$ cat src/rtl/tmx_pkg.sv
package tmx_pkg;
    typedef enum logic [1:0] {
        ST_IDLE = 2'd0,
        ST_XFER = 2'd1,
        ST_GAP  = 2'd2,
        ST_FIN  = 2'd3
    } tmx_state_e;

    typedef logic [1:0] lvl_t;
    localparam lvl_t LV_DUMP = 2'b00;
    localparam lvl_t LV_HOLD = 2'b01;
    localparam lvl_t LV_XFER = 2'b10;
endpackage

$ cat src/rtl/tmx_fsm.sv
module tmx_fsm
    import tmx_pkg::*;
#(
    parameter int N_BKT  = 4,
    parameter int SLOT_W = 8,
    parameter int REP_W  = 4,
    localparam int BK_W  = (N_BKT > 1) ? $clog2(N_BKT) : 1
) (
    input  logic                    clk,
    input  logic                    rst_n,
    input  logic                    start,
    input  logic                    quad_mode,
    input  logic [N_BKT*SLOT_W-1:0] slot_len,
    input  logic [REP_W-1:0]        rounds,
    input  logic                    light_sel,
    input  logic [BK_W-1:0]         light_bkt,
    output tmx_state_e              state,
    output logic [BK_W-1:0]         bkt,
    output logic                    lsel_q,
    output logic [BK_W-1:0]         lbkt_q
);
    tmx_state_e        st_nx;
    logic [SLOT_W-1:0] len_q [N_BKT];
    logic              quad_q;
    logic [SLOT_W-1:0] cnt;
    logic [REP_W-1:0]  rep;
    logic [BK_W-1:0]   last_bkt;
    logic [BK_W-1:0]   next_bkt;
    logic [SLOT_W-1:0] nx_len;

    function automatic logic [SLOT_W-1:0] len_m1(input logic [SLOT_W-1:0] l);
        return (l == '0) ? '0 : l - 1'b1;
    endfunction

    always_comb begin
        if (N_BKT > 2 && quad_q) last_bkt = BK_W'(N_BKT - 1);
        else                     last_bkt = BK_W'(1);
        next_bkt = (bkt == last_bkt) ? '0 : bkt + 1'b1;
        nx_len   = len_q[next_bkt];
    end

    // next-state logic
    always_comb begin
        st_nx = state;
        unique case (state)
            ST_IDLE: if (start) st_nx = ST_XFER;
            ST_XFER: if (cnt == '0) st_nx = (bkt == last_bkt && rep == '0) ? ST_FIN : ST_GAP;
            ST_GAP:  st_nx = ST_XFER;
            ST_FIN:  st_nx = ST_IDLE;
            default: st_nx = ST_IDLE;
        endcase
    end

    // state register
    always_ff @(posedge clk or negedge rst_n) begin
        if (!rst_n) state <= ST_IDLE;
        else        state <= st_nx;
    end

    // slot, bucket and round bookkeeping
    always_ff @(posedge clk or negedge rst_n) begin
        if (!rst_n) begin
            for (int i = 0; i < N_BKT; i++) len_q[i] <= '0;
            quad_q <= 1'b0;
            lsel_q <= 1'b0;
            lbkt_q <= '0;
            bkt    <= '0;
            cnt    <= '0;
            rep    <= '0;
        end else begin
            unique case (state)
                ST_IDLE: begin
                    if (start) begin
                        for (int i = 0; i < N_BKT; i++)
                            len_q[i] <= slot_len[i*SLOT_W +: SLOT_W];
                        quad_q <= quad_mode;
                        lsel_q <= light_sel;
                        lbkt_q <= light_bkt;
                        bkt    <= '0;
                        cnt    <= len_m1(slot_len[SLOT_W-1:0]);
                        rep    <= (rounds == '0) ? '0 : rounds - 1'b1;
                    end
                end
                ST_XFER: begin
                    if (cnt != '0) cnt <= cnt - 1'b1;
                end
                ST_GAP: begin
                    bkt <= next_bkt;
                    cnt <= len_m1(nx_len);
                    if (bkt == last_bkt) rep <= rep - 1'b1;
                end
                ST_FIN: begin
                    bkt <= '0;
                end
                default: ;
            endcase
        end
    end
endmodule

$ cat src/rtl/tmx_gate_drv.sv
module tmx_gate_drv
    import tmx_pkg::*;
#(
    parameter int N_BKT = 4,
    localparam int BK_W = (N_BKT > 1) ? $clog2(N_BKT) : 1
) (
    input  tmx_state_e         state,
    input  logic [BK_W-1:0]    bkt,
    output logic [2*N_BKT-1:0] sg_lvl,
    output logic               pd_reset
);
    for (genvar i = 0; i < N_BKT; i++) begin : g_gate
        always_comb begin
            if (state == ST_XFER && bkt == BK_W'(i)) sg_lvl[2*i +: 2] = LV_XFER;
            else                                    sg_lvl[2*i +: 2] = LV_HOLD;
        end
    end

    always_comb pd_reset = (state == ST_IDLE) || (state == ST_FIN);
endmodule

$ cat src/rtl/tmx_light_sync.sv
module tmx_light_sync
    import tmx_pkg::*;
#(
    parameter int N_BKT = 4,
    localparam int BK_W = (N_BKT > 1) ? $clog2(N_BKT) : 1
) (
    input  tmx_state_e      state,
    input  logic [BK_W-1:0] bkt,
    input  logic            lsel_q,
    input  logic [BK_W-1:0] lbkt_q,
    output logic            light_on
);
    always_comb light_on = lsel_q && (state == ST_XFER) && (bkt == lbkt_q);
endmodule

$ cat src/rtl/tmx_seq.sv
module tmx_seq
    import tmx_pkg::*;
#(
    parameter int N_BKT  = 4,
    parameter int SLOT_W = 8,
    parameter int REP_W  = 4,
    localparam int BK_W  = (N_BKT > 1) ? $clog2(N_BKT) : 1
) (
    input  logic                    clk,
    input  logic                    rst_n,
    input  logic                    start,
    input  logic                    quad_mode,
    input  logic [N_BKT*SLOT_W-1:0] slot_len,
    input  logic [REP_W-1:0]        rounds,
    input  logic                    light_sel,
    input  logic [BK_W-1:0]         light_bkt,
    output logic [2*N_BKT-1:0]      sg_lvl,
    output logic                    pd_reset,
    output logic                    light_on,
    output logic                    busy,
    output logic                    done
);
    tmx_state_e      state;
    logic [BK_W-1:0] bkt;
    logic            lsel_q;
    logic [BK_W-1:0] lbkt_q;

    tmx_fsm #(.N_BKT(N_BKT), .SLOT_W(SLOT_W), .REP_W(REP_W)) u_fsm (
        .clk(clk), .rst_n(rst_n), .start(start), .quad_mode(quad_mode),
        .slot_len(slot_len), .rounds(rounds), .light_sel(light_sel),
        .light_bkt(light_bkt), .state(state), .bkt(bkt),
        .lsel_q(lsel_q), .lbkt_q(lbkt_q)
    );

    tmx_gate_drv #(.N_BKT(N_BKT)) u_gate (
        .state(state), .bkt(bkt), .sg_lvl(sg_lvl), .pd_reset(pd_reset)
    );

    tmx_light_sync #(.N_BKT(N_BKT)) u_light (
        .state(state), .bkt(bkt), .lsel_q(lsel_q), .lbkt_q(lbkt_q),
        .light_on(light_on)
    );

    // status outputs
    always_comb begin
        busy = (state != ST_IDLE);
        done = (state == ST_FIN);
    end
endmodule

$ cat config.mk
export PLATFORM = sky130hd
export DESIGN_NAME = tmx_seq
export DESIGN_NICKNAME = d
export VERILOG_FILES = /design/src/rtl/tmx_pkg.sv /design/src/rtl/tmx_fsm.sv /design/src/rtl/tmx_gate_drv.sv /design/src/rtl/tmx_light_sync.sv /design/src/rtl/tmx_seq.sv
export SDC_FILE = /design/constraint.sdc
export NUM_CORES = 1
export LEC_CHECK = 0
export ABC_AREA = 0
export BUFFER_PORTS_ARGS = -buffer_cell sky130_fd_sc_hd__buf_2
export CAP_MARGIN = 20
export CORE_ASPECT_RATIO = 0.75
export CORE_UTILIZATION = 53
export CTS_BUF_LIST = sky130_fd_sc_hd__clkbuf_8
export CTS_CLUSTER_DIAMETER = 80
export DETAILED_ROUTE_END_ITERATION = 12
export PLACE_DENSITY = 0.82
export SETUP_SLACK_MARGIN = 0.4
export SKIP_LAST_GASP = 1
export SYNTH_ARGS = -nofsm -noshare
export SYNTH_HDL_FRONTEND = slang
export SYNTH_SLANG_ARGS = --single-unit
$ cat constraint.sdc
create_clock -name clk -period 3.44 [get_ports clk]
set_input_delay 0.172 -clock clk [delete_from_list [all_inputs] [get_ports clk]]
set_output_delay 0.172 -clock clk [all_outputs]
set_load 0.05 [all_outputs]
==> metrics list, run 1 <==
- Result of the run: finished clean
- Portion of total power attributed to the clock network: 9.4%
- After synthesis, the largest area contributor takes up 39.5% of total cell area.
- Counting flops and latches in the post-synthesis netlist gives 52.
* Setup slack of the worst register-to-register path: 0.48 ns
* Relative contribution of combinational cells to total power: 58.1%
- Count of final max-slew check failures: 0
* Htree depth: 2
- The longest clock path from root to sink contains 2 buffers.
* Commonest non-fill, non-tap cells in the layout: sky130_fd_sc_hd__buf_2 (54), sky130_fd_sc_hd__dfrtp_1 (50), sky130_fd_sc_hd__mux2_2 (35), sky130_fd_sc_hd__o21ai_0 (29), sky130_fd_sc_hd__nand2_1 (25)
* WP data arrival: 3.14 ns
- Once the floorplan was initialized, standard cells occupied 55.8% of the core.
- Cell count after synthesis: approximately 350
* Max cap viols: 0
* IO Count: 55
- In the final routed layout, each cell accounts on average for 17.1 um.
- Dominant cell type by count on the critical path: sky130_fd_sc_hd__inv_1
* Worst setup path category: register to register
- By area the synthesized netlist is led by sky130_fd_sc_hd__dfrtp_1 (39%), sky130_fd_sc_hd__mux2_2 (12%), sky130_fd_sc_hd__ha_1 (5.7%).
* Mean cell area of the mapped netlist: 9.53 um2
- Final-layout fill cell count: 470
* Diodes inserted: 0
- Share of flip-flops with an asynchronous set or reset: 100%
- GRT Util Overall: 26.8%
* Die Span Y: 70.3 um
- Wire length reported by the detailed router: 8.32 mm
- Core Box Area: 5920 um2
* Maximum fanout along the worst path: 14
- Net switching share of the total power: 47.7%
- Leaving out fill and tap cells, the most frequent cell in the layout is sky130_fd_sc_hd__buf_2.
- The worst register-to-register path begins at u_fsm.bkt[1]$_DFFE_PN0P_.
- Summed over all nets, the half-perimeter wirelength after detailed placement is 6.18 mm.
- The cell area that synthesis handed to floorplanning was 3300 um2.
- Crit. Startpoint: u_fsm.bkt[1]$_DFFE_PN0P_
* Final clock period utilization by the worst path: 86.1%
- The clock reaches the later pin of the worst-skew pair after 0.31 ns.
- The number of global-route vias before repair is 2826.
* Growth of design area from synthesis to finish: 17.0%
* Largest net degree at the start of global routing: 39
- Clock skew on the completed layout was measured at 0.0169 ns.
- After layout, the minimum clock period comes to around 3.0 ns.
- Counting distinct cell types in the post-synthesis netlist gives 52.
* Pwr per Cell Area: ~970 nW/um2
- After synthesis, flip-flops and latches occupy 39.5% of the total area.
* Post-Syn Nets: 404
- Number of clock sinks seen by CTS: 52
* Capturing element type of the critical path: register
- Capture point of the worst path: u_fsm.cnt[4]$_DFFE_PN0P_
- After clock tree synthesis, the clock-pin slew on the worst setup and hold paths is 0.10 ns.
* Number of enable flip-flop cells after synthesis: 0
- Cells with a size suffix above 1 make up 30.3% of the layout.
- Routed vias/inst: around 6.1
- Total negative setup slack: 0 ns
* Count of nets left with antenna violations after detail routing: 0
- Syn. warnings: 0
- Die X: 93.1 um
- In this run the power spent charging and discharging nets is 0.00178 W.
- Final #Nets: 466
* Critical path's slowest cell: sky130_fd_sc_hd__or4b_1
- TritonCTS built the clock tree.
* Final-report hold violation count: 0
- At the pin with the least slew margin, the transition time is 0.708 ns.
- Number of rows in the core area: 24
* Clock root buffer master: sky130_fd_sc_hd__clkbuf_8
* Highest clock frequency the design can meet: around 340 MHz
- The worst pin sits at a relative slew slack of 52.8%.
- Library cell with the largest summed area after synthesis: sky130_fd_sc_hd__dfrtp_1
- List of cells traversed by the critical path: inv_1, ha_4, buf_6, nor2b_1, a211oi_2, a31oi_2, inv_1, ha_2, inv_1, or4b_1, a222oi_1, o21ai_1
* Overall overflow remaining after global route: 0
- Sequential share of power: 32.5%
- End-of-flow core utilization: about two thirds
* Number of buffers inserted by port buffering: 54
* Gpl congestion: 0.951
- Via count: between 2000 and 3000
* Count of cells along the worst register-to-register path: 12
* Peak supply drop: 0.000402 V
- Startpoint kind of the worst setup timing path: register
* Worst min-delay path class: input port to register
* Ys flop type: sky130_fd_sc_hd__dfrtp_1
- Number of buffers created by CTS: 5
- Number of antenna violations at the first check in global routing: 0
- Die area: between 6000 and 7000 um2
* Longest individual stage delay on the worst path: between 0.5 and 0.6 ns
* Final worst hold slack: ~0.081 ns
* Post-route DRC: 0
- Required time reported for the critical path endpoint: 3.62 ns
* Reg-to-reg endpoint: u_fsm.cnt[4]$_DFFE_PN0P_
* Internal power component: 0.00195 W
- Number of endpoints failing setup at the final stage: 0
- First drt pass iteration count: 5
* Global-route wire length before repair: 13.9 mm
- Starting DRC count in detailed routing: 229
* Standby leakage power: 1.70 nW
- Setup repair after global routing left no endpoint under its margin.
## layout make-up
| type | instances | area (um2) | area share (%) |
|---|---|---|---|
| Tap cell | 78 | 97.6 | 2.53 |
| Timing Repair Buffer | 69 | 389 | 10.1 |
| Clock buffer | 5 | 68.8 | 1.78 |
| Clock inverter | 3 | 17.5 | 0.454 |
| Sequential cell | 52 | 1300 | 33.8 |
| Multi-Input combinational cell | 257 | 1900 | 49.1 |
| Inverter | 23 | 86.3 | 2.24 |
## timing repair
item                                   4_1_cts  5_1_grt
gates resized for setup                      2        8
hold buffers                                 1        0
setup endpoints to repair                    4        8
pin swaps                                    0        1
endpoints found under the hold margin       30        0
setup buffers                                0        6
## worst min path at each step
| stage | cells past startpoint | to | start | slack (ns) |
|---|---|---|---|---|
| 2_1_floorplan | 0 | u_fsm.bkt[0]$_DFFE_PN0P_ | rst_n | -0.12 |
| 3_3_place_gp | 1 | u_fsm.rep[2]$_DFFE_PN0P_ | rst_n | 0.24 |
| 3_5_place_dp | 1 | u_fsm.rep[2]$_DFFE_PN0P_ | rst_n | 0.25 |
| 4_1_cts | 2 | u_fsm.len_q[22]$_DFFE_PN0P_ | slot_len[14] | 0.08 |
| 5_1_grt | 2 | u_fsm.lbkt_q[0]$_DFFE_PN0P_ | light_bkt[0] | 0.08 |
| 6_report | 2 | u_fsm.len_q[21]$_DFFE_PN0P_ | slot_len[13] | 0.08 |
## per-stage QoR
step | instances | setup slack (ns) | area (um2) | total power (W)
floorplan | 346 | 0.404 | 3310 | 0.00266
global placement | 472 | 0.573 | 3670 | 0.00313
detailed placement | 472 | 0.347 | 3670 | 0.00322
CTS | 481 | 0.419 | 3770 | 0.00359
global route | 487 | 0.360 | 3860 | 0.00398
finish | 487 | 0.477 | 3860 | 0.00373
## worst max-delay path: cells and delay by family (launching register included)
kind                     cells  cell delay [ns]
AO/OA/AOI/OAI                4             0.80
buffers and inverters        4             0.47
AND/OR/NAND/NOR              2             0.61
flip-flops                   1             0.44
adder cells (fa/ha/maj)      2             0.51
## flip-flops by register name, summed over array words and instances (netlist names)
signal / count
u_fsm.lsel_q: 1
u_fsm.len_q: 32
u_fsm.state: 2
u_fsm.bkt: 2
u_fsm.cnt: 8
u_fsm.lbkt_q: 2
u_fsm.rep: 4
u_fsm.quad_q: 1
## cell families (layout without fill, tap and decap cells)
logic type      count (synthesis)  count (layout)  synth area share (%)
simple gates                   99              99                  15.5
compound gates                 86              86                  17.0
flops                          52              52                  39.5
mux                            41              41                  13.8
buf+inv                        37             100                  4.32
xor+xnor                       16              16                  4.25
fa+ha+maj                      15              15                  5.69
## layer usage
metal	routed length (um)	up-vias	share of wire (%)	GRT usage (%)
met3	540	23	6.5	5.12
met4	172	0	2.1	7.86
met5	0	-	0	0
li1	-	1384	-	-
met1	3620	1427	44	37.9
met2	3990	143	48	41.7
## synth_stat cells (2+ instances only)
| library cell | count |
|---|---|
| sky130_fd_sc_hd__dfrtp_1 | 52 |
| sky130_fd_sc_hd__mux2_2 | 35 |
| sky130_fd_sc_hd__o21ai_0 | 29 |
| sky130_fd_sc_hd__nand2_1 | 25 |
| sky130_fd_sc_hd__inv_1 | 23 |
| sky130_fd_sc_hd__nor2_1 | 21 |
| sky130_fd_sc_hd__ha_1 | 15 |
| sky130_fd_sc_hd__a21oi_1 | 11 |
| sky130_fd_sc_hd__nand3_1 | 11 |
| sky130_fd_sc_hd__nor3_1 | 11 |
| sky130_fd_sc_hd__clkbuf_1 | 10 |
| sky130_fd_sc_hd__a211oi_1 | 9 |
| sky130_fd_sc_hd__xnor2_1 | 8 |
| sky130_fd_sc_hd__xor2_1 | 8 |
| sky130_fd_sc_hd__mux2i_1 | 6 |
| sky130_fd_sc_hd__nor2b_1 | 6 |
| sky130_fd_sc_hd__nor3b_1 | 6 |
| sky130_fd_sc_hd__a31oi_1 | 5 |
| sky130_fd_sc_hd__o22ai_1 | 5 |
| sky130_fd_sc_hd__nor4_1 | 4 |
| sky130_fd_sc_hd__a22oi_1 | 3 |
| sky130_fd_sc_hd__buf_2 | 3 |
| sky130_fd_sc_hd__o211ai_1 | 3 |
| sky130_fd_sc_hd__or4_1 | 3 |
| sky130_fd_sc_hd__a221oi_1 | 2 |
| sky130_fd_sc_hd__a311oi_1 | 2 |
| sky130_fd_sc_hd__and2_1 | 2 |
| sky130_fd_sc_hd__o31ai_1 | 2 |
| sky130_fd_sc_hd__o32ai_1 | 2 |
| sky130_fd_sc_hd__or3_1 | 2 |
## power by group through the flow
stage	clock (W)	sequential, W	combinational [W]
finish	0.000348	0.00121	0.00217
global route	0.000380	0.00124	0.00236
CTS	0.000351	0.00120	0.00204
detailed placement	0	0.00121	0.00201
global placement	0	0.00118	0.00195
floorplan	0	0.00110	0.00156
No activity file was read; power rests on OpenSTA's default activity.
==> run 2, diff against run 1 <==
--- a/config.mk
+++ b/config.mk
@@ -6,16 +6,17 @@
 export NUM_CORES = 1
 export LEC_CHECK = 0
 export ABC_AREA = 0
-export BUFFER_PORTS_ARGS = -buffer_cell sky130_fd_sc_hd__buf_2
 export CAP_MARGIN = 20
 export CORE_ASPECT_RATIO = 0.75
-export CORE_UTILIZATION = 53
+export CORE_UTILIZATION = 60
 export CTS_BUF_LIST = sky130_fd_sc_hd__clkbuf_8
 export CTS_CLUSTER_DIAMETER = 80
 export DETAILED_ROUTE_END_ITERATION = 12
+export DONT_BUFFER_PORTS = 1
 export PLACE_DENSITY = 0.82
 export SETUP_SLACK_MARGIN = 0.4
 export SKIP_LAST_GASP = 1
 export SYNTH_ARGS = -nofsm -noshare
 export SYNTH_HDL_FRONTEND = slang
+export SYNTH_HIERARCHICAL = 1
 export SYNTH_SLANG_ARGS = --single-unit
==> metrics list, run 2 <==
- Hold_sp: light_bkt[1]
- The tool flagged a number of max-cap violations equal to 0.
* Worst min-delay path class: input port to register
* Internal power component: 0.00196 W
- Summing over every cut layer, the via total after detailed routing is 2808.
* Commonest non-fill, non-tap cells in the layout: sky130_fd_sc_hd__dfrtp_1 (52), sky130_fd_sc_hd__mux2_2 (35), sky130_fd_sc_hd__dlygate4sd3_1 (26), sky130_fd_sc_hd__o21ai_0 (21)
- The tightest hold path in the finished design has a slack of -0.00273 ns.
* Largest net degree at the start of global routing: 53
- The checks that failed: negative hold slack.
- Average wire per cell in the routed design: roughly 19 um
- Least-Margin Pin Slew: 0.846 ns
- Die X: 88.8 um
- Growth of design area from synthesis to finish: 13.7%
- Ys flop type: sky130_fd_sc_hd__dfrtp_1
- Number of flip-flops in the largest register: 32
- Number of clock sinks seen by CTS: 52
- Post-route minimum period: 2.65 ns
* Number of antenna violations at the first check in global routing: 0
- Commonest non-fill, non-tap cell in the layout: sky130_fd_sc_hd__dfrtp_1
* Count of cells along the worst register-to-register path: 9
* Overall overflow remaining after global route: 0
- Sequential share of power: 33.5%
- Setup repair after global routing left no endpoint under its margin.
- Derived from the worst setup path, the maximum achievable clock frequency is 378 MHz.
- Peak supply drop: 0.000491 V
- Hold Path Cell Cnt: 1
* Share of flip-flops with an asynchronous set or reset: 100%
- First drt pass iteration count: 5
- In the synthesized netlist, the number of instances is about 340.
* Number of buffers inserted by port buffering: 0
- Yosys attributes the largest share of cell area to sky130_fd_sc_hd__dfrtp_1 (38%), sky130_fd_sc_hd__mux2_2 (12%), sky130_fd_sc_hd__ha_1 (5.5%).
- Once the floorplan was initialized, standard cells occupied a little over three fifths of the core.
- CTS max path bufs: 2
* Clock tree from TritonCTS: yes
- The clock tree synthesis step divided the H-tree into 2 levels.
- Sequential element share of the synthesized area: 38.4%
- After clock tree synthesis, the clock-pin slew on the worst setup and hold paths is 0.10 ns.
- Die area: around 6000 um2
- For this run, design rule violations remaining after detail routing come to 0.
* Most frequently used cell type in the post-synthesis netlist: sky130_fd_sc_hd__dfrtp_1
- Post-synthesis instance area: 3390 um2
* Net switching share of the total power: between 40% and 50%
* Relative contribution of combinational cells to total power: 54.5%
* List of cells traversed by the critical path: nand2b_1, o22ai_1, nor2_1, a21oi_1, ha_1, o211a_1, and4b_1, a211oi_2, o22ai_1
- After synthesis, the mean cell area works out to 9.94 um2.
- Library cell with the largest summed area after synthesis: sky130_fd_sc_hd__dfrtp_1
* Worst setup path category: register to register
* Clock tree skew after final layout: between 0.006 and 0.007 ns
- Setup violations remaining at the end of the flow were counted as 0.
- Summed over all layers, the routed wires come to 8.23 mm.
- Reg-to-reg startpoint: u_fsm/bkt[1]$_DFFE_PN0P_
- Count of nets left with antenna violations after detail routing: 0
- After detailed routing, the number of vias per cell comes to 6.37.
- Post-Syn Nets: 399
- Required time reported for the critical path endpoint: around 3.7 ns
- Final #Nets: 423
* Total negative setup slack: 0 ns
- Clock root buffer master: sky130_fd_sc_hd__clkbuf_8
- The worst setup path is captured at a register.
- In this run the biggest area consumer among cell types represents between 30% and 40% of the synthesized area.
- The largest single stage delay on the critical path is 0.70 ns.
- Standby leakage power: 1.60 nW
- The worst setup path is launched from a register.
* Portion of total power attributed to the clock network: 12.0%
* Rel. slew slack: 43.4%
- Count of final max-slew check failures: 0
- Synthesis inferred 52 register bits.
* GRT Util Overall: 29.2%
- IO Count: 55
* Die Span Y: 67.1 um
* Final clock period utilization by the worst path: 77.0%
* Standard cell area after detailed placement: 3460 um2
* Largest register by flop count: u_fsm/len_q
- Across all register-to-register paths, the minimum setup slack is 0.79 ns.
* Pwr per Cell Area: 923 nW/um2
- Final-report hold violation count: 1
- Result of the run: finished, violations left
- Along the worst path, the maximum fanout reaches 15.
- Clk_lat worst skew: 0.32 ns
* Largest registers: u_fsm/len_q (32), u_fsm/cnt (8), u_fsm/rep (4)
* Final standard cell area without fillers: 3860 um2
- Reg-to-reg endpoint: u_fsm/cnt[6]$_DFFE_PN0P_
- Dominant cell type by count on the critical path: sky130_fd_sc_hd__o22ai_1
* Number of enable flip-flop cells after synthesis: 0
* Number of distinct library cells after synthesis: 63
- Ratio of cells with drive above 1 in the final layout: 19.1%
- Syn. warnings: 6
- Summed over all nets, the half-perimeter wirelength after detailed placement is about 5.5 mm.
- Net switching power: between 0.0015 and 0.002 W
* Core Box Area: between 5000 and 6000 um2
* Global-route wire length before repair: around 13 mm
* Number of setup buffers added after CTS: 0
- The worst hold path terminates at u_fsm/lbkt_q[1]$_DFFE_PN0P_.
- The floorplan has 23 rows.
- The repair_antennas step left the layout with diodes totalling 0.
* Critical path's slowest cell: sky130_fd_sc_hd__dfrtp_1
- Number of buffers created by CTS: 5
- Post-CTS repair changed the size of 0 cells.
- Starting DRC count in detailed routing: around 240
- Top cell types by occurrence after synthesis: sky130_fd_sc_hd__dfrtp_1 (52), sky130_fd_sc_hd__mux2_2 (35), sky130_fd_sc_hd__o21ai_0 (21)
* Gpl congestion: roughly 0.89
- The number of global-route vias before repair came to about 2700.
- WP data arrival: 2.86 ns
## run 2: changes by cell type after synthesis, moves of 4 or more
cell and delta:
sky130_fd_sc_hd__a211oi_1 -6, sky130_fd_sc_hd__inv_1 -9, sky130_fd_sc_hd__nor3b_1 -4, sky130_fd_sc_hd__o21ai_0 -8
sky130_fd_sc_hd__a21oi_1 +6, sky130_fd_sc_hd__nand2_1 -5, sky130_fd_sc_hd__nand3_1 -6, sky130_fd_sc_hd__o22ai_1 +9
## run 2: how the worst max path moves through the flow
stage	startpoint	endpoint	slack [ns]	cells past startpoint
final	u_fsm/bkt[1]$_DFFE_PN0P_	u_fsm/cnt[6]$_DFFE_PN0P_	0.79	9
after global routing	u_fsm/bkt[1]$_DFFE_PN0P_	u_fsm/cnt[2]$_DFFE_PN0P_	0.58	9
after CTS	u_fsm/bkt[1]$_DFFE_PN0P_	u_fsm/cnt[6]$_DFFE_PN0P_	0.88	9
after detailed placement	u_fsm/bkt[1]$_DFFE_PN0P_	u_fsm/cnt[6]$_DFFE_PN0P_	0.90	9
after global placement	u_fsm/bkt[1]$_DFFE_PN0P_	u_fsm/cnt[6]$_DFFE_PN0P_	1.06	9
after floorplan	u_fsm/bkt[0]$_DFFE_PN0P_	u_fsm/cnt[6]$_DFFE_PN0P_	1.03	10
## run 2: cell families after synthesis
logic type,share of synthesized area (%)
compound gates,18.3
buf+inv,3.62
flops,38.4
mux,13.4
fa+ha+maj,5.54
simple gates,16.9
xor+xnor,3.87
## run 2: cell type report
cell class	instances	area [um2]
well taps	75	93.8
flip-flops and latches	52	1300
multi-input cells	260	1970
clock inverters	3	42.5
inverters	14	52.6
clock buffers	5	68.8
fillers	399	1530
repair buffers	32	325
## run 2: metrics by stage
step                      power (W)  util, %  setup WS [ns]  hold WS, ns  instances
final                       0.00356     71.7          0.792     -0.00273        441
after global routing        0.00382     71.7          0.581     -0.00471        441
after CTS                   0.00350     71.1          0.881      0.00145        438
after detailed placement    0.00304     64.2          0.896       -0.122        406
after global placement      0.00296     64.2           1.06       -0.122        406
after floorplan             0.00266        -           1.03       -0.124        341
## run 2: what timing repair did
item | 4_1_cts | 5_1_grt
setup endpoints to repair | 0 | 0
endpoints found under the hold margin | 74 | 3
hold buffers | 24 | 3
## run 2: worst max-delay path: cells and delay by family, from the launching register on
kind                       cells  cell delay, ns
DFF                            1            0.70
adders and majority gates      1            0.25
AOI/OAI and AO/OA              5            1.05
and+or+nand+nor                3            0.53
## run 2: per-layer routing
metal  vias to the layer above  wire (um)  track usage [%]
met5                         -          0                0
met4                         0        127             7.46
met3                        14        540             5.82
met2                       123       3980             48.6
met1                      1370       3580             39.2
li1                       1301          -                -
## run 2: power groups by stage
stage	clock network [W]	logic (W)	registers (W)
6_report	0.000427	0.00194	0.00119
5_1_grt	0.000456	0.00213	0.00123
4_1_cts	0.000432	0.00190	0.00118
3_5_place_dp	0	0.00185	0.00119
3_3_place_gp	0	0.00179	0.00118
2_1_floorplan	0	0.00156	0.00109
==> run 3, diff against run 2 <==
--- a/config.mk
+++ b/config.mk
@@ -5,7 +5,7 @@
 export SDC_FILE = /design/constraint.sdc
 export NUM_CORES = 1
 export LEC_CHECK = 0
-export ABC_AREA = 0
+export ABC_AREA = 1
 export CAP_MARGIN = 20
 export CORE_ASPECT_RATIO = 0.75
 export CORE_UTILIZATION = 60
@@ -13,7 +13,7 @@
 export CTS_CLUSTER_DIAMETER = 80
 export DETAILED_ROUTE_END_ITERATION = 12
 export DONT_BUFFER_PORTS = 1
-export PLACE_DENSITY = 0.82
+export PLACE_DENSITY = 0.79
 export SETUP_SLACK_MARGIN = 0.4
 export SKIP_LAST_GASP = 1
 export SYNTH_ARGS = -nofsm -noshare
==> constraint.sdc (replaced) <==
create_clock -name clk -period 2.5 [get_ports clk]
set_input_delay 0.125 -clock clk [delete_from_list [all_inputs] [get_ports clk]]
set_output_delay 0.125 -clock clk [all_outputs]
set_load 0.05 [all_outputs]
==> metrics list, run 3 <==
* Max cap viols: 0
- Largest net degree at the start of global routing: 53
* WP data arrival: 2.26 ns
* Standby leakage power: 2.04 nW
- The clock passes through at most 2 buffers.
* Number of rows in the core area: 23
* Top-area cell type share of the netlist area: between 30 and 40%
* Number of global-route vias before repair: between 2000 and 3000
- Final standard cell area without fillers: 4160 um2
* Setup repair after global routing missed its margin: false
- Required time reported for the critical path endpoint: 2.74 ns
* Number of endpoints failing setup at the final stage: 0
- Cell count after synthesis: around 460
- Dividing the detail-routed via count by the number of cells gives 5.47.
- Sequential element share of the synthesized area: 38.4%
* Non-filler instance count after layout: 584
* Flops & latches, synth: 52
- Library cell with the largest summed area after synthesis: sky130_fd_sc_hd__dfrtp_1
- After synthesis the cells add up to between 3000 and 4000 um2.
- Ratio of cells with drive above 1 in the final layout: 16.3%
- Count of final max-slew check failures: 0
- Largest register by flop count: u_fsm/len_q
- Overall overflow remaining after global route: 0
- Final-layout fill cell count: 379
- Final #Nets: 567
- The first routing iteration left ~200 violations.
- Registers take 1310 um2.
- Top cell types by occurrence after synthesis: sky130_fd_sc_hd__nand2_1 (101), sky130_fd_sc_hd__inv_1 (57), sky130_fd_sc_hd__nor2_1 (55)
* Gpl congestion: 0.913
* Reg-to-reg endpoint: u_fsm/cnt[7]$_DFFE_PN0P_
- Multiplexer share of the synthesized area: around 3.0%
- The worst path uses 80.5% of the clock period.
* Number of buffers created by CTS: 5
* Most frequently used cell type in the post-synthesis netlist: sky130_fd_sc_hd__nand2_1
* DR WL met3: between 500 and 600 um
- Clock tree skew after final layout: 0.00323 ns
* Result of the run: finished clean
* Die X: about 89 um
* Commonest non-fill, non-tap cell in the layout: sky130_fd_sc_hd__nand2_1
- Along the worst path, the maximum fanout reaches 10.
- Final worst hold slack: 0.00160 ns
- When the netlist entered floorplanning its net count stood at 514.
- Number of distinct library cells after synthesis: 36
- Mean cell area of the mapped netlist: 7.42 um2
- Setup slack of the worst register-to-register path: 0.49 ns
* IO Count: 55
* Die area: 5950 um2
- Post-Synth XOR/XNOR Area: about 2.6%
- In this run the critical register-to-register path is launched from u_fsm/bkt[1]$_DFFE_PN0P_.
- Capturing element type of the critical path: register
- Clk_lat worst skew: 0.31 ns
- Metal-1 WL: between 3 and 4 mm
- Buffers placed on the I/O ports in this run total 0.
* Growth of design area from synthesis to finish: 22.8%
- Largest registers: u_fsm/len_q (32), u_fsm/cnt (8), u_fsm/rep (4)
* Core Box Area: 5380 um2
* Ys flop type: sky130_fd_sc_hd__dfrtp_1
* Starting utilization of the core area: 62.9%
* Number of antenna violations at the first check in global routing: 0
- Share of flip-flops with an asynchronous set or reset: 100%
- Worst setup path category: register to register
- Dividing total power by cell area gives a power density of 1260 nW/um2.
- The wire-length estimate of the detail-placed layout is 5.34 mm.
- Fraction of the mapped netlist area in compound gates: about an eighth
* Main combinational cell family by area after synthesis: simple AND/OR/NAND/NOR gates
- Rel. slew slack: 63.5%
- Arithmetic-cell share of the synthesized area counting full adders, half adders and majority gates: 5.54%
- The number of antenna diodes in the final layout is 0.
- Synth Area in Simple Gates: 27.6%
* Count of cells along the worst register-to-register path: 14
- Die Span Y: ~67 um
- Hold Path Cell Cnt: 2
* Clock tree from TritonCTS: yes
- For this run, the detailed router's first-pass iteration total came to 6.
- The worst-case IR drop observed on VDD is ~0.00069 V.
* Final-report hold violation count: 0
- Main area contributors after synthesis: sky130_fd_sc_hd__dfrtp_1 (38%), sky130_fd_sc_hd__nand2_1 (11%), sky130_fd_sc_hd__inv_1 (6.3%)
- Syn. warnings: 6
- After clock tree synthesis, the clock-pin slew on the worst setup and hold paths is approximately 0.09 ns.
- Footprint of the multi-input gates: approximately 1800 um2
- Subtracting the final worst setup slack from the clock period gives 2.01 ns.
- Detailed routing placed a total of 3.91 mm of wire on met2.
* Highest clock frequency the design can meet: 497 MHz
- The H-tree generated during clock tree synthesis spans 2 levels.
* Least-Margin Pin Slew: roughly 0.55 ns
- Counting tap cells, the placed design contains a total of ~530 instances.
- The register with the most flip-flops in the layout has 32 of them.
- In the layout the commonest cells are sky130_fd_sc_hd__nand2_1 (98), sky130_fd_sc_hd__inv_1 (56), sky130_fd_sc_hd__nor2_1 (54), sky130_fd_sc_hd__dfrtp_1 (48), sky130_fd_sc_hd__a21oi_1 (41).
- For hold timing, the worst endpoint is u_fsm/len_q[30]$_DFFE_PN0P_.
* Wire length reported by the detailed router: 8.34 mm
- Via count: roughly 3200
- The startpoint identified for the worst hold timing path is slot_len[6].
- Post-route DRC: 0
- Startpoint kind of the worst setup timing path: register
* Number of clock sinks seen by CTS: 52
- The count of nets left with antenna violations once routing finished came out at 0.
- Standard cell area after detailed placement: 3520 um2
- The highest layer touched by signal routing is met4.
* Average wire per cell in the routed design: 14.3 um
- In this run the clock root is driven by a sky130_fd_sc_hd__clkbuf_8.
- The synthesized design contains 0 enable-type register cells.
- Total negative setup slack: 0 ns
- The path class of the tightest hold or removal check is input port to register.
* Global-route wire length before repair: 13.1 mm
- GRT Util Overall: 29.6%
==> run 3: routing by layer <==
layer  vias to the layer above  track usage [%]
met5                         -                0
met4                         0             7.26
met3                        17             6.94
met2                       128             48.8
met1                      1493             39.1
li1                       1554                -
==> run 3: critical path: stages, from the launching register on <==
cell and delay [ns]:
sky130_fd_sc_hd__dfrtp_2 0.44, sky130_fd_sc_hd__inv_4 0.10, sky130_fd_sc_hd__nand2_2 0.09, sky130_fd_sc_hd__nand2_8 0.11
sky130_fd_sc_hd__nand2_8 0.08, sky130_fd_sc_hd__nand2_1 0.08, sky130_fd_sc_hd__nand2_2 0.09, sky130_fd_sc_hd__ha_1 0.20
sky130_fd_sc_hd__nand2_1 0.07, sky130_fd_sc_hd__nor2_1 0.06, sky130_fd_sc_hd__a21oi_2 0.24, sky130_fd_sc_hd__nand3_1 0.14
sky130_fd_sc_hd__nand2_1 0.08, sky130_fd_sc_hd__nand2_1 0.05, sky130_fd_sc_hd__a21oi_1 0.11
==> run 3: stage by stage <==
stage,utilization [%],total power [W],worst slack [ns]
3_3_place_gp,65.4,0.00418,0.372
5_1_grt,77.3,0.00566,0.383
3_5_place_dp,65.4,0.00425,0.304
6_report,77.3,0.00524,0.487
4_1_cts,74.8,0.00501,0.421
2_1_floorplan,-,0.00367,0.517
==> run 3: repair_timing <==
action,in CTS,in global routing
setup endpoints to repair,8,29
buffers inserted,1,8
cloned,0,1
hold buffers,34,0
endpoints found under the hold margin,83,0
pin swaps,0,4
gates resized for setup,4,16
==> run 3: how the worst max path moves through the flow <==
| stage | start | endpoint | slack [ns] | cells past startpoint |
|---|---|---|---|---|
| final | u_fsm/bkt[1]$_DFFE_PN0P_ | u_fsm/cnt[7]$_DFFE_PN0P_ | 0.49 | 14 |
| after global routing | u_fsm/bkt[1]$_DFFE_PN0P_ | u_fsm/cnt[6]$_DFFE_PN0P_ | 0.38 | 14 |
| after CTS | u_fsm/bkt[0]$_DFFE_PN0P_ | u_fsm/cnt[7]$_DFFE_PN0P_ | 0.42 | 13 |
| after detailed placement | u_fsm/bkt[1]$_DFFE_PN0P_ | u_fsm/cnt[4]$_DFFE_PN0P_ | 0.30 | 15 |
| after global placement | u_fsm/bkt[1]$_DFFE_PN0P_ | u_fsm/cnt[4]$_DFFE_PN0P_ | 0.37 | 15 |
| after floorplan | u_fsm/bkt[0]$_DFFE_PN0P_ | u_fsm/cnt[6]$_DFFE_PN0P_ | 0.52 | 14 |
==> run 3: cell type report <==
class                      instances  area share (%)
clock buffer                       5            1.65
inverter                          63            5.87
clock inverter                     2            1.44
sequential                        52            31.4
timing repair buffer              59            13.9
multi-input combinational        328            43.4
tap                               75            2.26
==> run 3: kinds of logic (layout without fill, tap and decap cells) <==
| family | after synthesis | in the layout |
|---|---|---|
| compound gates | 83 | 83 |
| xor+xnor | 10 | 10 |
| fa+ha+maj | 15 | 15 |
| buf+inv | 76 | 129 |
| flops | 52 | 52 |
| mux | 9 | 9 |
| simple gates | 211 | 211 |
==> run 3: where the power goes <==
part	switching (W)	leakage, nW	internal [W]
Clock	0.000282	0.0642	0.000394
Combinational	0.00194	1.38	0.00111
Sequential	0.000269	0.600	0.00125
